### src/rtl/fft_scale_pkg.sv
package fft_scale_pkg;
  localparam int unsigned STAGE_W = 3;
  localparam int unsigned CODE_W  = 3;
  localparam int unsigned SHIFT_W = 2;

  typedef logic [SHIFT_W-1:0] shift_t;

  // shift schedule per stage; total over stages 1..5 is 4 + code
  function automatic shift_t stage_shift(input logic [STAGE_W-1:0] stage,
                                         input logic [CODE_W-1:0]  code);
    shift_t s;
    s = '0;
    unique case (stage)
      3'd1: s = (code == 3'd0) ? 2'd1 : (code < 3'd3) ? 2'd2 : 2'd3;
      3'd2: s = (code < 3'd2) ? 2'd1 : 2'd2;
      3'd3: s = (code < 3'd4) ? 2'd1 : 2'd2;
      3'd4: s = (code < 3'd6) ? 2'd1 : 2'd2;
      3'd5: s = (code < 3'd5) ? 2'd0 : (code == 3'd7) ? 2'd2 : 2'd1;
      default: s = '0;
    endcase
    return s;
  endfunction
endpackage

### src/rtl/fft_shift_sel.sv
module fft_shift_sel
  import fft_scale_pkg::*;
(
  input  logic [STAGE_W-1:0] stage_i,
  input  logic [CODE_W-1:0]  code_i,
  output shift_t             shift_o
);
  always_comb shift_o = stage_shift(stage_i, code_i);
endmodule

### src/rtl/fft_round_sat.sv
module fft_round_sat #(
  parameter int unsigned IN_W    = 24,
  parameter int unsigned OUT_W   = 16,
  parameter int unsigned SHIFT_W = 2
) (
  input  logic signed [IN_W-1:0]  din_i,
  input  logic        [SHIFT_W-1:0] shift_i,
  output logic signed [OUT_W-1:0] dout_o,
  output logic                    sat_o
);
  localparam int unsigned EXT_W  = IN_W + 1;
  localparam int unsigned MAX_SH = (1 << SHIFT_W) - 1;
  localparam logic signed [EXT_W-1:0] POS_LIM = EXT_W'((1 << (OUT_W-1)) - 1);
  localparam logic signed [EXT_W-1:0] NEG_LIM = -POS_LIM;

  logic signed [EXT_W-1:0] ext, shd, sum;
  logic                    rbit;

  always_comb begin
    ext  = {din_i[IN_W-1], din_i};
    shd  = ext >>> shift_i;
    rbit = 1'b0;
    for (int k = 1; k <= int'(MAX_SH); k++)
      if (shift_i == SHIFT_W'(k)) rbit = din_i[k-1];
    // extra bit keeps the round-up from wrapping
    sum  = shd + $signed({{(EXT_W-1){1'b0}}, rbit});
    sat_o = 1'b0;
    if (sum > POS_LIM) begin
      dout_o = POS_LIM[OUT_W-1:0];
      sat_o  = 1'b1;
    end else if (sum < NEG_LIM) begin
      dout_o = NEG_LIM[OUT_W-1:0];
      sat_o  = 1'b1;
    end else begin
      dout_o = sum[OUT_W-1:0];
    end
  end
endmodule

### src/rtl/fft_stage_scaler.sv
module fft_stage_scaler
  import fft_scale_pkg::*;
#(
  parameter int unsigned IN_W  = 24,
  parameter int unsigned OUT_W = 16
) (
  input  logic                    clk_i,
  input  logic                    rst_ni,
  input  logic                    valid_i,
  input  logic [STAGE_W-1:0]      stage_i,
  input  logic [CODE_W-1:0]       scale_code_i,
  input  logic signed [IN_W-1:0]  re_i,
  input  logic signed [IN_W-1:0]  im_i,
  input  logic                    ovf_clr_i,
  output logic                    valid_o,
  output logic signed [OUT_W-1:0] re_o,
  output logic signed [OUT_W-1:0] im_o,
  output logic                    ovf_o
);
  localparam int unsigned N_PART = 2;

  shift_t                    shift;
  logic signed [IN_W-1:0]    part_in  [N_PART];
  logic signed [OUT_W-1:0]   part_out [N_PART];
  logic [N_PART-1:0]         part_sat;

  assign part_in[0] = re_i;
  assign part_in[1] = im_i;

  fft_shift_sel u_sel (
    .stage_i (stage_i),
    .code_i  (scale_code_i),
    .shift_o (shift)
  );

  for (genvar p = 0; p < N_PART; p++) begin : g_part
    fft_round_sat #(.IN_W(IN_W), .OUT_W(OUT_W), .SHIFT_W(SHIFT_W)) u_rs (
      .din_i   (part_in[p]),
      .shift_i (shift),
      .dout_o  (part_out[p]),
      .sat_o   (part_sat[p])
    );
  end

  always_ff @(posedge clk_i or negedge rst_ni) begin
    if (!rst_ni) begin
      valid_o <= 1'b0;
      re_o    <= '0;
      im_o    <= '0;
      ovf_o   <= 1'b0;
    end else begin
      valid_o <= valid_i;
      if (valid_i) begin
        re_o <= part_out[0];
        im_o <= part_out[1];
      end
      // a new clamp wins over a clear in the same cycle
      ovf_o <= (ovf_o & ~ovf_clr_i) | (valid_i & (|part_sat));
    end
  end
endmodule

### config.mk
export PLATFORM = sky130hd
export DESIGN_NAME = fft_stage_scaler
export DESIGN_NICKNAME = d
export VERILOG_FILES = /design/src/rtl/fft_scale_pkg.sv /design/src/rtl/fft_shift_sel.sv /design/src/rtl/fft_round_sat.sv /design/src/rtl/fft_stage_scaler.sv
export SDC_FILE = /design/constraint.sdc
export NUM_CORES = 1
export LEC_CHECK = 0
export CORE_UTILIZATION = 55
export CTS_BUF_LIST = sky130_fd_sc_hd__clkbuf_2 sky130_fd_sc_hd__clkbuf_4 sky130_fd_sc_hd__clkbuf_8
export DETAILED_ROUTE_END_ITERATION = 16
export DONT_BUFFER_PORTS = 1
export PLACE_DENSITY = 0.79
export SLEW_MARGIN = 20
export SYNTH_ARGS = -nofsm -noshare
export SYNTH_HDL_FRONTEND = slang
export SYNTH_SLANG_ARGS = --single-unit
export TNS_END_PERCENT = 10
### constraint.sdc
create_clock -name clk_i -period 1.1 [get_ports clk_i]
set_input_delay 0.22 -clock clk_i [delete_from_list [all_inputs] [get_ports clk_i]]
set_output_delay 0.22 -clock clk_i [all_outputs]
set_load 0.03 [all_outputs]
* Word-level counts from Yosys, hierarchy flattened
Cells that the tools add are included.
** Storage, ports and cells
- Output and inout port bits :: 34
- Latch bits :: 0
- Logic and storage cells :: 54
- Input bits :: 58
- Memory bits (writable) :: 0
- Flip-flop bits (word level) :: 34
- Memories :: 0
- Memory bits (read-only) :: 0
** Operators by class
- Add/subtract/negate cells :: 2
- Reduce and logical (&&, ||, !) cells :: 2
- Shift-type cells :: 2
- Equality and inequality tests :: 9
- Muxes and demuxes :: 22
- Divide/modulo/power cells :: 0
- Bitwise gates (word level) :: 4
- $mul :: 0
- $lt $le $gt $ge :: 9
** Operators with widths (number)
- two-way mux 16 bit :: 4
- adder 25 x 2 -> 25 bit :: 2
- > comparator 25 x 16 -> 1 bit (second input constant) :: 2
- less-than comparator 25 x 16 -> 1 bit (second input constant) :: 2
- >>> shifter 24 x 2 -> 25 bit :: 2
- two-way mux 2 bit :: 6
- two-way mux 1 bit :: 11
- case mux 2 bit (5 select lines) :: 1
- equality test 3 bit (second input constant) :: 3
- less-than comparator 3 bit (second input constant) :: 3
- equality test 3 x 2 -> 1 bit (second input constant) :: 2
- less-than comparator 3 x 2 -> 1 bit (second input constant) :: 2
- equality test 2 bit (second input constant) :: 2
- equality test 3 x 1 -> 1 bit (second input constant) :: 1
- logical NOT 3 bit :: 1
- AND 1 bit :: 2
- equality test 2 x 1 -> 1 bit (second input constant) :: 1
- OR reduction 2 bit :: 1
- NOT 1 bit :: 1
- bitwise OR 1 bit :: 1

* Depth between registers and ports, before layout
Gate-level depths: netlist (run 1).
- Depth in word-level cells :: 15
- Mapped depth :: 24
- Mapped depth without buffers :: 18

* By module
Synthesis (run 1) repeated with hierarchy kept, for this count alone.
** Second synthesis, totals
- Cells, all modules :: 573
- Area total of the unflattened synthesis :: 5724.2 um2
** Modules (own cells, without submodules)
- fft_round_sat :: area each 2087.0 um2, seq. area each 0.0 um2, cells an instance 240, times used 2
- fft_stage_scaler :: area each 1405.1 um2, seq. area each 850.8 um2, cells an instance 73, times used 1
- fft_shift_sel :: area each 145.1 um2, seq. area each 0.0 um2, cells an instance 20, times used 1

* Least setup slack after synthesis (run 1)
No wires, ideal clock.
- Path kind :: input -> register
- From :: input stage_i[1]
- To :: register ovf_o
- Arrival :: 4.952 ns
- Cell stages on the path :: 23
- Required time :: 0.974 ns
- Setup slack :: -3.978 ns
- Buffers on the path :: 6
- Library setup time :: 0.126 ns
- Cell sequence :: buf_2 inv_1 o41ai_2 nand2_1 buf_2 buf_2 buf_1 clkbuf_1 a21oi_1 nor2_1 ha_1 ha_1 inv_1 nor3_1 a32oi_1 or4_1 buf_4 nor4_4 xor2_1 nand2_1 or4_4 nor2b_1 a221o_1
** Between the ends
- Word-level cells in the longest chain between the ends :: 13
- Elaborated cells on any way between the ends :: 30
- Those cells by class :: add/sub (2); order compare (4); eq/ne (8); shift (2); mux (11); bitwise (2); reduce/logical (1)
** Ends and longest elaborated chain
- from (decl) :: line fft_stage_scaler.sv:10 : input logic [STAGE_W-1:0] stage_i,
- equality test 3 bit, or another cell as far along :: line fft_scale_pkg.sv:13 : unique case (stage)
- case mux 2 bit (5 select lines) * :: line fft_scale_pkg.sv:13
- equality test 2 x 1 -> 1 bit :: line fft_round_sat.sv:24 : if (shift_i == SHIFT_W'(k)) rbit = din_i[k-1];
- two-way mux 1 bit (3 in a row) :: line fft_round_sat.sv:24
- adder 25 x 2 -> 25 bit :: line fft_round_sat.sv:26 : sum = shd + $signed({{(EXT_W-1){1'b0}}, rbit});
- less-than comparator 25 x 16 -> 1 bit :: line fft_round_sat.sv:31 : end else if (sum < NEG_LIM) begin
- two-way mux 1 bit :: line fft_round_sat.sv:31
- two-way mux 1 bit :: line fft_round_sat.sv:28 : if (sum > POS_LIM) begin
- OR reduction 2 bit * :: line fft_stage_scaler.sv:58 : ovf_o <= (ovf_o & ~ovf_clr_i) | (valid_i & (|part_sat));
- AND 1 bit * :: line fft_stage_scaler.sv:58
- bitwise OR 1 bit * :: line fft_stage_scaler.sv:58
- to (signal assigned) :: line fft_stage_scaler.sv:58
- to (decl) :: line fft_stage_scaler.sv:18 : output logic ovf_o
Mark *: on every way between the ends. The rest lies on a longest branch, timed or not.
A chain may end at the register's enable or synchronous reset.

* Final worst setup path (run 1)
- From :: input scale_code_i[0]
- To :: register im_o[11]
** Between the ends
- Word-level cells in the longest chain between the ends :: 12
- Elaborated cells on any way between the ends :: 27
- Those cells by class :: add/sub (1); order compare (7); eq/ne (4); shift (1); mux (13); reduce/logical (1)
** Ends and longest elaborated chain
- from (decl) :: line fft_stage_scaler.sv:11 : input logic [CODE_W-1:0] scale_code_i,
- less-than comparator 3 x 2 -> 1 bit / equality test 3 bit (equally long branches) :: line fft_scale_pkg.sv:14, fft_scale_pkg.sv:18
- two-way mux 1 bit / two-way mux 2 bit (equally long branches) :: line fft_scale_pkg.sv:14, fft_scale_pkg.sv:18
- two-way mux 2 bit (on tied branches) :: line fft_scale_pkg.sv:14, fft_scale_pkg.sv:18
- case mux 2 bit (5 select lines) * :: line fft_scale_pkg.sv:13
- equality test 2 x 1 -> 1 bit :: line fft_round_sat.sv:24
- two-way mux 1 bit (3 in a row) :: line fft_round_sat.sv:24
- adder 25 x 2 -> 25 bit * :: line fft_round_sat.sv:26
- less-than comparator 25 x 16 -> 1 bit :: line fft_round_sat.sv:31
- two-way mux 16 bit :: line fft_round_sat.sv:31
- two-way mux 16 bit * :: line fft_round_sat.sv:28
- to (signal assigned) :: line fft_stage_scaler.sv:55 : im_o <= part_out[1];
- to (decl) :: line fft_stage_scaler.sv:17 : output logic signed [OUT_W-1:0] im_o,
Marks and branches as above.

==> impl_metrics.csv, run 1 <==
group,metric,value,unit
routing,remaining_drc_errors,0,
routing,vias,6628,
power,power_frac_seq,0.218,
setup_path,reg2reg_depth,2,
finish,area_delta_synth_final,42.2,%
finish,diodes,0,
clock_tree,clock_sink_count,34,
setup_path,critPathArrivalTime,4.14,ns
synth,syn_inst,687,
floorplan,num_io_pins,92,
global_routing,grt_first_pass_wirelength,32.2,mm
routing,detail-route-antenna-nets,0,
power,ir_drop,0.00138,V
setup_path,crit_required,1.27,ns
timing,period_share,3.61,
timing,setup_slack,-2.87,ns
clock_tree,htreeDepth,2,
power,p_leak,3.19,nW
setup_path,cp_max_fo,6,
min_path,hold_depth,1,
global_routing,grtUsageMet1,0.552,
setup_path,cp-end-kind,"flop",
timing,setup_viol,33,
synth,synth_flop_cell,"dfrtp_1",
power,p_sw_frac,0.403,
timing,fin_skew,0,ns
clock_tree,clk_pin_slew_worst_paths,0.07,ns
synth,yosysUniqueCellTypes,87,
place,place_congestion,1.05,
timing,relSlewSlack,0.492,
synth,yosysWarnings,0,
timing,min_period,3.97,ns
min_path,hold_class,"in -> reg",
timing,tightest_slew,0.758,ns
floorplan,rows,35,
power,total_power,7.39,mW
clock_tree,numCtsBuffers,5,
run,maxCapViolCount,0,
finish,layout-drive-gt1-share,0.362,
synth,synth_edf_count,0,
timing,hold_violations,0,
global_routing,antenna_found_initial,0,
floorplan,die_x,99.5,µm
timing,rsz0062_at_grt,"yes",
global_routing,track_usage,0.410,
finish,final.fill_count,616,
timing,drv_slew,0,
place,place_ws,-3.29,ns
power,p_sw,2.98,mW
power,internal_power,4.41,mW
setup_path,reg2reg_to,"re_o[7]$_DFFE_PN0P_",
power,power.density,994,mW/mm²
global_routing,grt_max_degree,35,
synth,syn_area,0.00523,mm²
global_routing,use_met2,0.674,
synth,synthesis.nets,749,
min_path,holdCritStartpoint,"valid_i",
min_path,whs_endpoint,"re_o[0]$_DFFE_PN0P_",
synth,postSynthAreaPerCell,7.61,µm²
setup_path,r2r_start,"re_o[7]$_DFFE_PN0P_",
run_status,outcome,"finished with violations",
place,io_buffer_count,0,
synth,synth_seq_area_share,0.163,
timing,hold_ws,0.00646,ns
setup_path,worstSetupStartpointType,"input port",
place,hpwl,15.2,mm
clock_tree,cts_max_path_buffers,2,
routing,routedWlPerCell,21.0,µm
run_status,violations,"setup timing",
clock_tree,cts_tree,"built",
setup_path,critPathKind,"in -> reg",
clock_tree,insertion_delay,0.29,ns
routing,drtPass1Iterations,6,
setup_path,rrSetupSlack,0.20,ns
global_routing,grt_pass1_vias,6517,
finish,nets,933,
global_routing,grt_overflow_total,0,
routing,drtIter0Drc,590,
routing,via_per_inst,6.62,
floorplan,die_y,99.5,µm
clock_tree,root_buffer,"clkbuf_8",
routing,routed_wl,21.0,mm
synth,synthArstFlopShare,1.00,
power,clkPwrFrac,0.196,
synth,ys_ff_latch,34,
timing,max_clock_freq,252,MHz
floorplan,core,0.00924,mm²
global_routing,gr-usage-met3,0.0710,
floorplan,start_util,0.566,
global_routing,busiest_layer,"met2",
floorplan,dieArea,0.00990,mm²
power,combPwrFrac,0.586,
-- power groups by stage --
stage	Combinational (mW)	Clock [mW]	Sequential, mW
after floorplan	2.18	0	1.78
after CTS	4.14	1.45	1.61
after detailed placement	3.89	0	1.62
after global placement	3.79	0	1.62
final	4.33	1.45	1.61
after global routing	4.57	1.50	1.62
-- cells in the final DEF, fill, tap and decap left out, types with 6 or more instances in the layout --
cell type  instances
inv_1             10
and2_1             9
nand3_1           30
a211oi_1           8
o211ai_1          26
mux2_2            14
clkbuf_8           6
nand2_1           51
xor2_1            13
xnor2_1           22
o21ai_0           20
o21ai_1           20
a211o_1           14
a21boi_0          18
nor2_1            42
buf_6              7
a21oi_1           50
dfrtp_1           34
o2111ai_1         20
mux2i_1           39
nor3_1            30
buf_4            209
-- flip-flops by register name (all words and copies together), names as in the netlist --
register and cells:
im_o 16, ovf_o 1, re_o 16, valid_o 1
-- final cells by class --
| class | instances | area [µm²] | share of cell area |
|---|---|---|---|
| multi-input cells | 594 | 4490 | 0.604 |
| repair buffers | 222 | 1730 | 0.233 |
| flip-flops and latches | 34 | 851 | 0.114 |
| well taps | 129 | 161 | 0.0217 |
| clock buffers | 6 | 82.6 | 0.0111 |
| clock inverters | 2 | 60.1 | 0.00808 |
| inverters | 14 | 55.1 | 0.00741 |
-- cell usage after synthesis (3+ instances only) --
library cell | count | share of area
nand2_1 | 54 | 0.039
buf_4 | 6 | 0.0086
xor2_1 | 14 | 0.023
o21a_1 | 4 | 0.0057
nor4_1 | 5 | 0.0060
nand2b_1 | 5 | 0.0060
o21ai_0 | 25 | 0.024
nor3_1 | 35 | 0.034
dfrtp_1 | 34 | 0.16
buf_1 | 4 | 0.0029
a311o_1 | 3 | 0.0057
nand3_1 | 31 | 0.030
o211ai_1 | 26 | 0.037
buf_2 | 14 | 0.013
ha_1 | 4 | 0.0096
xnor2_1 | 25 | 0.042
nor3b_1 | 5 | 0.0072
a21boi_1 | 3 | 0.0043
a211o_1 | 14 | 0.023
inv_1 | 13 | 0.0093
nor4b_1 | 5 | 0.0084
and3_1 | 4 | 0.0048
a21oi_1 | 52 | 0.050
a21boi_0 | 19 | 0.027
a211oi_1 | 11 | 0.016
nor2b_1 | 6 | 0.0072
or2_2 | 3 | 0.0036
clkbuf_1 | 21 | 0.015
a22oi_1 | 4 | 0.0057
and4_1 | 3 | 0.0050
mux2i_1 | 39 | 0.075
o2111ai_1 | 21 | 0.035
a31oi_1 | 3 | 0.0036
mux2_2 | 14 | 0.030
mux2_4 | 3 | 0.0086
and2_1 | 11 | 0.013
a21o_1 | 4 | 0.0057
nand4_1 | 5 | 0.0060
a22o_1 | 4 | 0.0067
nor2_1 | 43 | 0.031
a32oi_1 | 4 | 0.0067
o21ai_1 | 19 | 0.018
o21bai_1 | 5 | 0.0072
or4_1 | 3 | 0.0043
-- cell families after synthesis --
kind of cell	share of synthesized area
simple gates	0.242
mux	0.118
fa+ha+maj	0.00958
buf+inv	0.0522
xor+xnor	0.0685
compound gates	0.347
flops	0.163
-- critical path: stages --
cell,delay (ns)
and3b_1,0.21
o41ai_4,0.49
a21oi_2,0.12
o21ai_1,0.16
a21boi_2,0.24
ha_4,0.21
ha_4,0.17
inv_4,0.04
nor3_2,0.09
a32oi_1,0.10
or4_4,0.59
nand2b_4,0.20
xnor2_4,0.19
nand4_1,0.14
or4_4,0.50
a21oi_4,0.20
buf_4,0.18
a21oi_1,0.07
-- worst max-delay path by stage --
stage                     depth (start not counted)              endpoint       startpoint
after floorplan                                  20       ovf_o$_DFF_PN0_       stage_i[0]
after global placement                           18  re_o[10]$_DFFE_PN0P_       stage_i[0]
after detailed placement                         16       ovf_o$_DFF_PN0_  scale_code_i[0]
after CTS                                        19   im_o[5]$_DFFE_PN0P_       stage_i[0]
after global routing                             18  im_o[11]$_DFFE_PN0P_  scale_code_i[0]
final                                            18  im_o[11]$_DFFE_PN0P_  scale_code_i[0]
-- metrics by stage --
stage	setup TNS (ns)	instances	utilization	instance area (µm²)
final	-89.82	1001	0.804	7430
after global routing	-92.53	1001	0.804	7430
after CTS	-87.03	1000	0.798	7370
after detailed placement	-102.46	980	0.745	6880
after global placement	-97.84	980	0.745	6880
after floorplan	-101.89	687	-	5400
-- what timing repair did --
action	4_1_cts	5_1_grt
hold buffers	3	0
setup endpoints to repair	33	33
endpoints found under the hold margin	35	0
pin swaps	21	9
gates resized for setup	54	9
cloned	2	1
setup buffers	7	0
-- per-layer routing --
layer | wire length, µm | share of wire
met4 | 480 | 0.023
met2 | 9730 | 0.46
met3 | 2090 | 0.099
met1 | 8700 | 0.41
met5 | 0 | 0
Note: power is estimated with default switching activity, not from simulation.
==> run 2: changes to the inputs <==
--- a/config.mk
+++ b/config.mk
@@ -9,7 +9,7 @@
 export CTS_BUF_LIST = sky130_fd_sc_hd__clkbuf_2 sky130_fd_sc_hd__clkbuf_4 sky130_fd_sc_hd__clkbuf_8
 export DETAILED_ROUTE_END_ITERATION = 16
 export DONT_BUFFER_PORTS = 1
-export PLACE_DENSITY = 0.79
+export PLACE_DENSITY = 0.77
 export SLEW_MARGIN = 20
 export SYNTH_ARGS = -nofsm -noshare
 export SYNTH_HDL_FRONTEND = slang
==> constraint.sdc (replaced) <==
create_clock -name clk_i -period 5.1 [get_ports clk_i]
set_input_delay 0.765 -clock clk_i [delete_from_list [all_inputs] [get_ports clk_i]]
set_output_delay 0.765 -clock clk_i [all_outputs]
set_load 0.03 [all_outputs]
==> run 2 against run 1 <==
Effect of this change:
- the run now ends clean
- sequential power fell by 76%
- global-route usage fell by 4.3 points
- clock-buffer cell count rose by 1
- utilization fell by 21 points
- final cell count fell by 19%
- sequential share of layout area rose by 3.9 points
- register-to-register slack improved by 3.8 ns
- setup slack improved by 3.2 ns
- largest cell class unchanged
- highest routed layer unchanged
==> impl_metrics.csv, run 2 (synthesis results as in run 1) <==
group,metric,value,unit
run_status,outcome,"finished, final reports clean",
timing,drv_slew,0,
floorplan,num_io_pins,92,
global_routing,antenna_found_initial,0,
finish,layout-drive-gt1-share,0.122,
power,p_leak,2.09,nW
global_routing,track_usage,0.368,
setup_path,critPathArrivalTime,4.98,ns
power,ir_drop,0.000152,V
finish,multiInputGateArea,0.00414,mm²
timing,relSlewSlack,0.537,
floorplan,start_util,0.566,
timing,rsz0062_at_grt,"no",
routing,routed_wl,18.0,mm
setup_path,worstSetupStartpointType,"input port",
routing,via_per_inst,7.00,
routing,routedWlPerCell,22.3,µm
setup_path,critPathKind,"in -> reg",
routing,drtIter0Drc,285,
place,place_congestion,0.951,
clock_tree,htreeDepth,2,
power,clkPwrFrac,0.177,
setup_path,reg2reg_to,"re_o[7]$_DFFE_PN0P_",
clock_tree,clk_pin_slew_worst_paths,0.07,ns
floorplan,rows,35,
clock_tree,root_buffer,"clkbuf_8",
timing,min_period,4.80,ns
finish,final.fill_count,842,
global_routing,grt_max_degree,35,
timing,setup_viol,0,
finish,diodes,0,
clock_tree,clock_sink_count,34,
finish,area_delta_synth_final,5.94,%
power,internal_power,653,µW
timing,fin_skew,0,ns
finish,layout_commonest_cell,"nand2_1",
power,power_frac_seq,0.323,
clock_tree,hold_buffers,0,
setup_path,cp-end-kind,"flop",
floorplan,die_x,99.5,µm
clock_tree,cts_max_path_buffers,2,
finish,final_util,0.599,
place,io_buffer_count,0,
routing,drtPass1Iterations,5,
timing,tightest_slew,0.676,ns
floorplan,dieArea,0.00990,mm²
timing,max_clock_freq,209,MHz
finish,top_regs,"im_o x16, re_o x16",
timing,hold_violations,0,
routing,detail-route-antenna-nets,0,
setup_path,crit_required,5.28,ns
timing,tns,0,ns
finish,seq_area,851,µm²
setup_path,rrSetupSlack,4.04,ns
clock_tree,cts-resized-gates,0,
place,hpwl,13.8,mm
power,p_sw_frac,0.454,
power,total_power,1.20,mW
setup_path,r2r_start,"re_o[7]$_DFFE_PN0P_",
routing,vias,5662,
finish,nets,741,
clock_tree,cts_tree,"built",
power,combPwrFrac,0.500,
power,p_sw,544,µW
global_routing,grt_pass1_vias,5794,
timing,period_share,0.940,
finish,mostFrequentLayoutCells,"53 x nand2_1, 51 x a21oi_1, 43 x nor2_1, 39 x mux2i_1, 35 x nor3_1",
setup_path,cp_max_fo,14,
floorplan,die_y,99.5,µm
clock_tree,post_cts_buffers,0,
setup_path,reg2reg_depth,2,
global_routing,grt_overflow_total,0,
global_routing,grt_first_pass_wirelength,29.2,mm
floorplan,core,0.00924,mm²
clock_tree,numCtsBuffers,5,
run,maxCapViolCount,0,
power,power.density,216,mW/mm²
min_path,hold_class,"in -> async",
routing,remaining_drc_errors,0,
clock_tree,insertion_delay,0.28,ns
run 2: cell types whose count changed in the layout (fill, tap and decap cells not counted), moves of 3 or more:
cell,before,now
buf_12,3,0
buf_6,7,0
o21ai_0,20,25
a211oi_1,8,11
buf_4,209,31
a211oi_2,3,0
nor3_4,4,0
nor3_1,30,35
o21ai_2,5,1
xnor2_1,22,25
inv_1,10,13
run 2: metrics by stage:
stage	worst slack, ns	hold WS, ns	instance area [µm²]	cells
floorplan	0.0163	0.469	5280	687
global placement	0.134	0.470	5440	801
detailed placement	0.0339	0.470	5440	801
CTS	0.324	0.166	5540	809
global route	0.0383	0.153	5540	809
finish	0.304	0.167	5540	809
run 2: worst max-delay path by stage:
stage	start	end	cells after the start
after global routing	stage_i[0]	ovf_o$_DFF_PN0_	18
after floorplan	scale_code_i[1]	ovf_o$_DFF_PN0_	21
after CTS	scale_code_i[0]	ovf_o$_DFF_PN0_	17
after global placement	stage_i[0]	im_o[3]$_DFFE_PN0P_	18
after detailed placement	scale_code_i[0]	ovf_o$_DFF_PN0_	17
final	scale_code_i[0]	im_o[1]$_DFFE_PN0P_	17
run 2: metal layers:
metal / share of wire / global-route usage / up-vias / wire, µm
met1: 0.38 / 0.419 / 2722 / 6810
met4: 0.046 / 0.189 / 0 / 829
met5: 0 / 0 / - / 0
met3: 0.071 / 0.0604 / 63 / 1280
li1: - / - / 2622 / -
met2: 0.50 / 0.662 / 255 / 9090
run 2: cell type report:
cell class / count / area share
clock buffer: 7 / 0.0163
clock inverter: 1 / 0.000904
inverter: 14 / 0.00949
multi-input combinational: 593 / 0.748
sequential: 34 / 0.154
tap: 129 / 0.0292
timing repair buffer: 31 / 0.0420
run 2: worst max-delay path: stages:
cell and delay [ns]:
and3b_1 0.20, o41a_4 0.56, nor2_8 0.15, mux2i_1 0.08
a21boi_1 0.17, ha_2 0.26, nand2_1 0.07, a311oi_1 0.39
nor2_1 0.12, or4_1 0.55, or3_1 0.41, xnor2_1 0.21
nor4b_1 0.30, and3_2 0.24, buf_4 0.19, nor2_1 0.07
o31ai_1 0.24
run 2: power by group through the flow:
stage                     combinational [mW]  clock, mW  sequential, mW
final                                  0.598      0.212           0.387
after global routing                   0.649      0.225           0.389
after CTS                              0.587      0.213           0.387
after detailed placement               0.584          0           0.392
after global placement                 0.575          0           0.392
after floorplan                        0.456          0           0.384
==> run 3: changes to the inputs <==
--- a/config.mk
+++ b/config.mk
@@ -5,11 +5,11 @@
 export SDC_FILE = /design/constraint.sdc
 export NUM_CORES = 1
 export LEC_CHECK = 0
-export CORE_UTILIZATION = 55
+export CORE_UTILIZATION = 25
 export CTS_BUF_LIST = sky130_fd_sc_hd__clkbuf_2 sky130_fd_sc_hd__clkbuf_4 sky130_fd_sc_hd__clkbuf_8
 export DETAILED_ROUTE_END_ITERATION = 16
 export DONT_BUFFER_PORTS = 1
-export PLACE_DENSITY = 0.77
+export PLACE_DENSITY = 0.45
 export SLEW_MARGIN = 20
 export SYNTH_ARGS = -nofsm -noshare
 export SYNTH_HDL_FRONTEND = slang
==> run 3 against run 2 <==
Effect of this change:
- power increased by 0.48%
- via count decreased by 3.2%
- utilization decreased by 31 points
- clock skew unchanged
- critical path depth unchanged
- flip-flop and latch count unchanged
- clock power about the same
- first-iteration DRC count increased by 49%
- routed wire length increased by 11%
==> impl_metrics.csv, run 3 (synthesis results as in run 1) <==
group,metric,value,unit
run_status,outcome,"finished, final reports clean",
clock_tree,post_cts_buffers,0,
clock_tree,htreeDepth,2,
timing,setup_viol,0,
power,ir_drop,0.0000883,V
finish,final_area,0.00580,mm²
clock_tree,insertion_delay,0.29,ns
setup_path,critPathKind,"in -> reg",
min_path,hold_class,"in -> async",
floorplan,num_io_pins,92,
power,power.density,207,mW/mm²
setup_path,max_stage_delay,0.60,ns
timing,hold_ws,0.164,ns
setup_path,crit_required,5.27,ns
place,placed_cell_area,0.00570,mm²
global_routing,grt_overflow_total,0,
setup_path,worstPathBufferInverterCount,1,
timing,relSlewSlack,0.530,
setup_path,cp-end-kind,"flop",
global_routing,grt_max_degree,39,
finish,top_regs,"im_o x16, re_o x16",
place,place_congestion,0.868,
clock_tree,cts-resized-gates,0,
place,hpwl,15.7,mm
setup_path,reg2reg_depth,2,
timing,tns,0,ns
routing,remaining_drc_errors,0,
routing,vias,5480,
finish,final.fill_count,2241,
clock_tree,cts_max_path_buffers,2,
timing,min_period,4.71,ns
timing,tightest_slew,0.700,ns
floorplan,start_util,0.257,
setup_path,critPathArrivalTime,4.89,ns
clock_tree,numCtsBuffers,5,
finish,layout_commonest_cell,"nand2_1",
power,p_leak,2.13,nW
global_routing,track_usage,0.186,
routing,drtIter0Drc,426,
timing,hold_violations,0,
finish,area_delta_synth_final,11.0,%
global_routing,grt_pass1_vias,5554,
clock_tree,clk_pin_slew_worst_paths,0.07,ns
floorplan,core,0.0204,mm²
global_routing,grt_first_pass_wirelength,31.7,mm
timing,drv_slew,0,
floorplan,dieArea,0.0215,mm²
timing,rsz0062_at_grt,"no",
timing,period_share,0.924,
setup_path,worstSetupStartpointType,"input port",
finish,layout-drive-gt1-share,0.132,
setup_path,rrSetupSlack,4.03,ns
timing,fin_skew,0,ns
setup_path,worstPathCellList,"and3b_1, o41a_4, nor2_8, mux2i_1, a21boi_1, ha_2, ha_4, inv_1, nor3_1, a32oi_1, or4_1, nor4_4, xor2_1, nand2_1, or4_4, nor2b_1, a221o_1",
setup_path,reg2reg_to,"re_o[7]$_DFFE_PN0P_",
clock_tree,cts_tree,"built",
routing,routed_wl,20.0,mm
clock_tree,clock_sink_count,34,
timing,max_clock_freq,212,MHz
floorplan,rows,52,
routing,via_per_inst,5.71,
floorplan,die_y,147,µm
power,total_power,1.20,mW
routing,detail-route-antenna-nets,0,
clock_tree,root_buffer,"clkbuf_8",
global_routing,antenna_found_initial,1,
place,io_buffer_count,0,
clock_tree,hold_buffers,0,
finish,nets,749,
finish,final_util,0.285,
setup_path,path_delay_family,"simple AND/OR/NAND/NOR gates",
run,maxCapViolCount,0,
finish,mostFrequentLayoutCells,"53 x nand2_1, 51 x a21oi_1, 43 x nor2_1, 39 x mux2i_1, 37 x buf_4",
floorplan,die_x,147,µm
routing,routedWlPerCell,20.9,µm
setup_path,cp_max_fo,7,
setup_path,critPathSlowestCell,"or4_1",
setup_path,r2r_start,"re_o[7]$_DFFE_PN0P_",
routing,drtPass1Iterations,4,
[run 3: cell type report]
class / count / area, µm² / area share
Timing Repair Buffer: 39 / 318 / 0.0548
Multi-Input combinational cell: 593 / 4140 / 0.714
Tap cell: 270 / 338 / 0.0582
Clock inverter: 1 / 5.00 / 0.000863
Clock buffer: 7 / 90.1 / 0.0155
Sequential cell: 34 / 851 / 0.147
Inverter: 14 / 52.6 / 0.00906
Antenna cell: 1 / 2.50 / 0.000431
[run 3: how the worst max path moves through the flow]
stage,depth (start not counted),to,startpoint
2_1_floorplan,21,ovf_o$_DFF_PN0_,scale_code_i[1]
3_3_place_gp,17,ovf_o$_DFF_PN0_,scale_code_i[0]
3_5_place_dp,17,ovf_o$_DFF_PN0_,scale_code_i[0]
4_1_cts,17,ovf_o$_DFF_PN0_,scale_code_i[0]
5_1_grt,18,ovf_o$_DFF_PN0_,scale_code_i[0]
6_report,17,ovf_o$_DFF_PN0_,scale_code_i[0]
[run 3: through the flow]
step                std cells  setup WS, ns
floorplan                 687        0.0163
global placement          950         0.160
detailed placement        950        0.0805
CTS                       958         0.376
global route              959         0.104
finish                    959         0.388
[run 3: report_power, final]
part           internal [mW]  switching (mW)
clock                  0.114           0.101
combinational          0.245           0.351
sequential             0.300          0.0910
[run 3: per-layer routing]
layer	wire length, µm	up-vias	GRT usage	share of wire
met1	8350	2665	0.218	0.42
met2	10400	135	0.345	0.52
li1	-	2660	-	-
met3	978	20	0.0319	0.049
met5	0	-	0	0
met4	342	0	0.0484	0.017
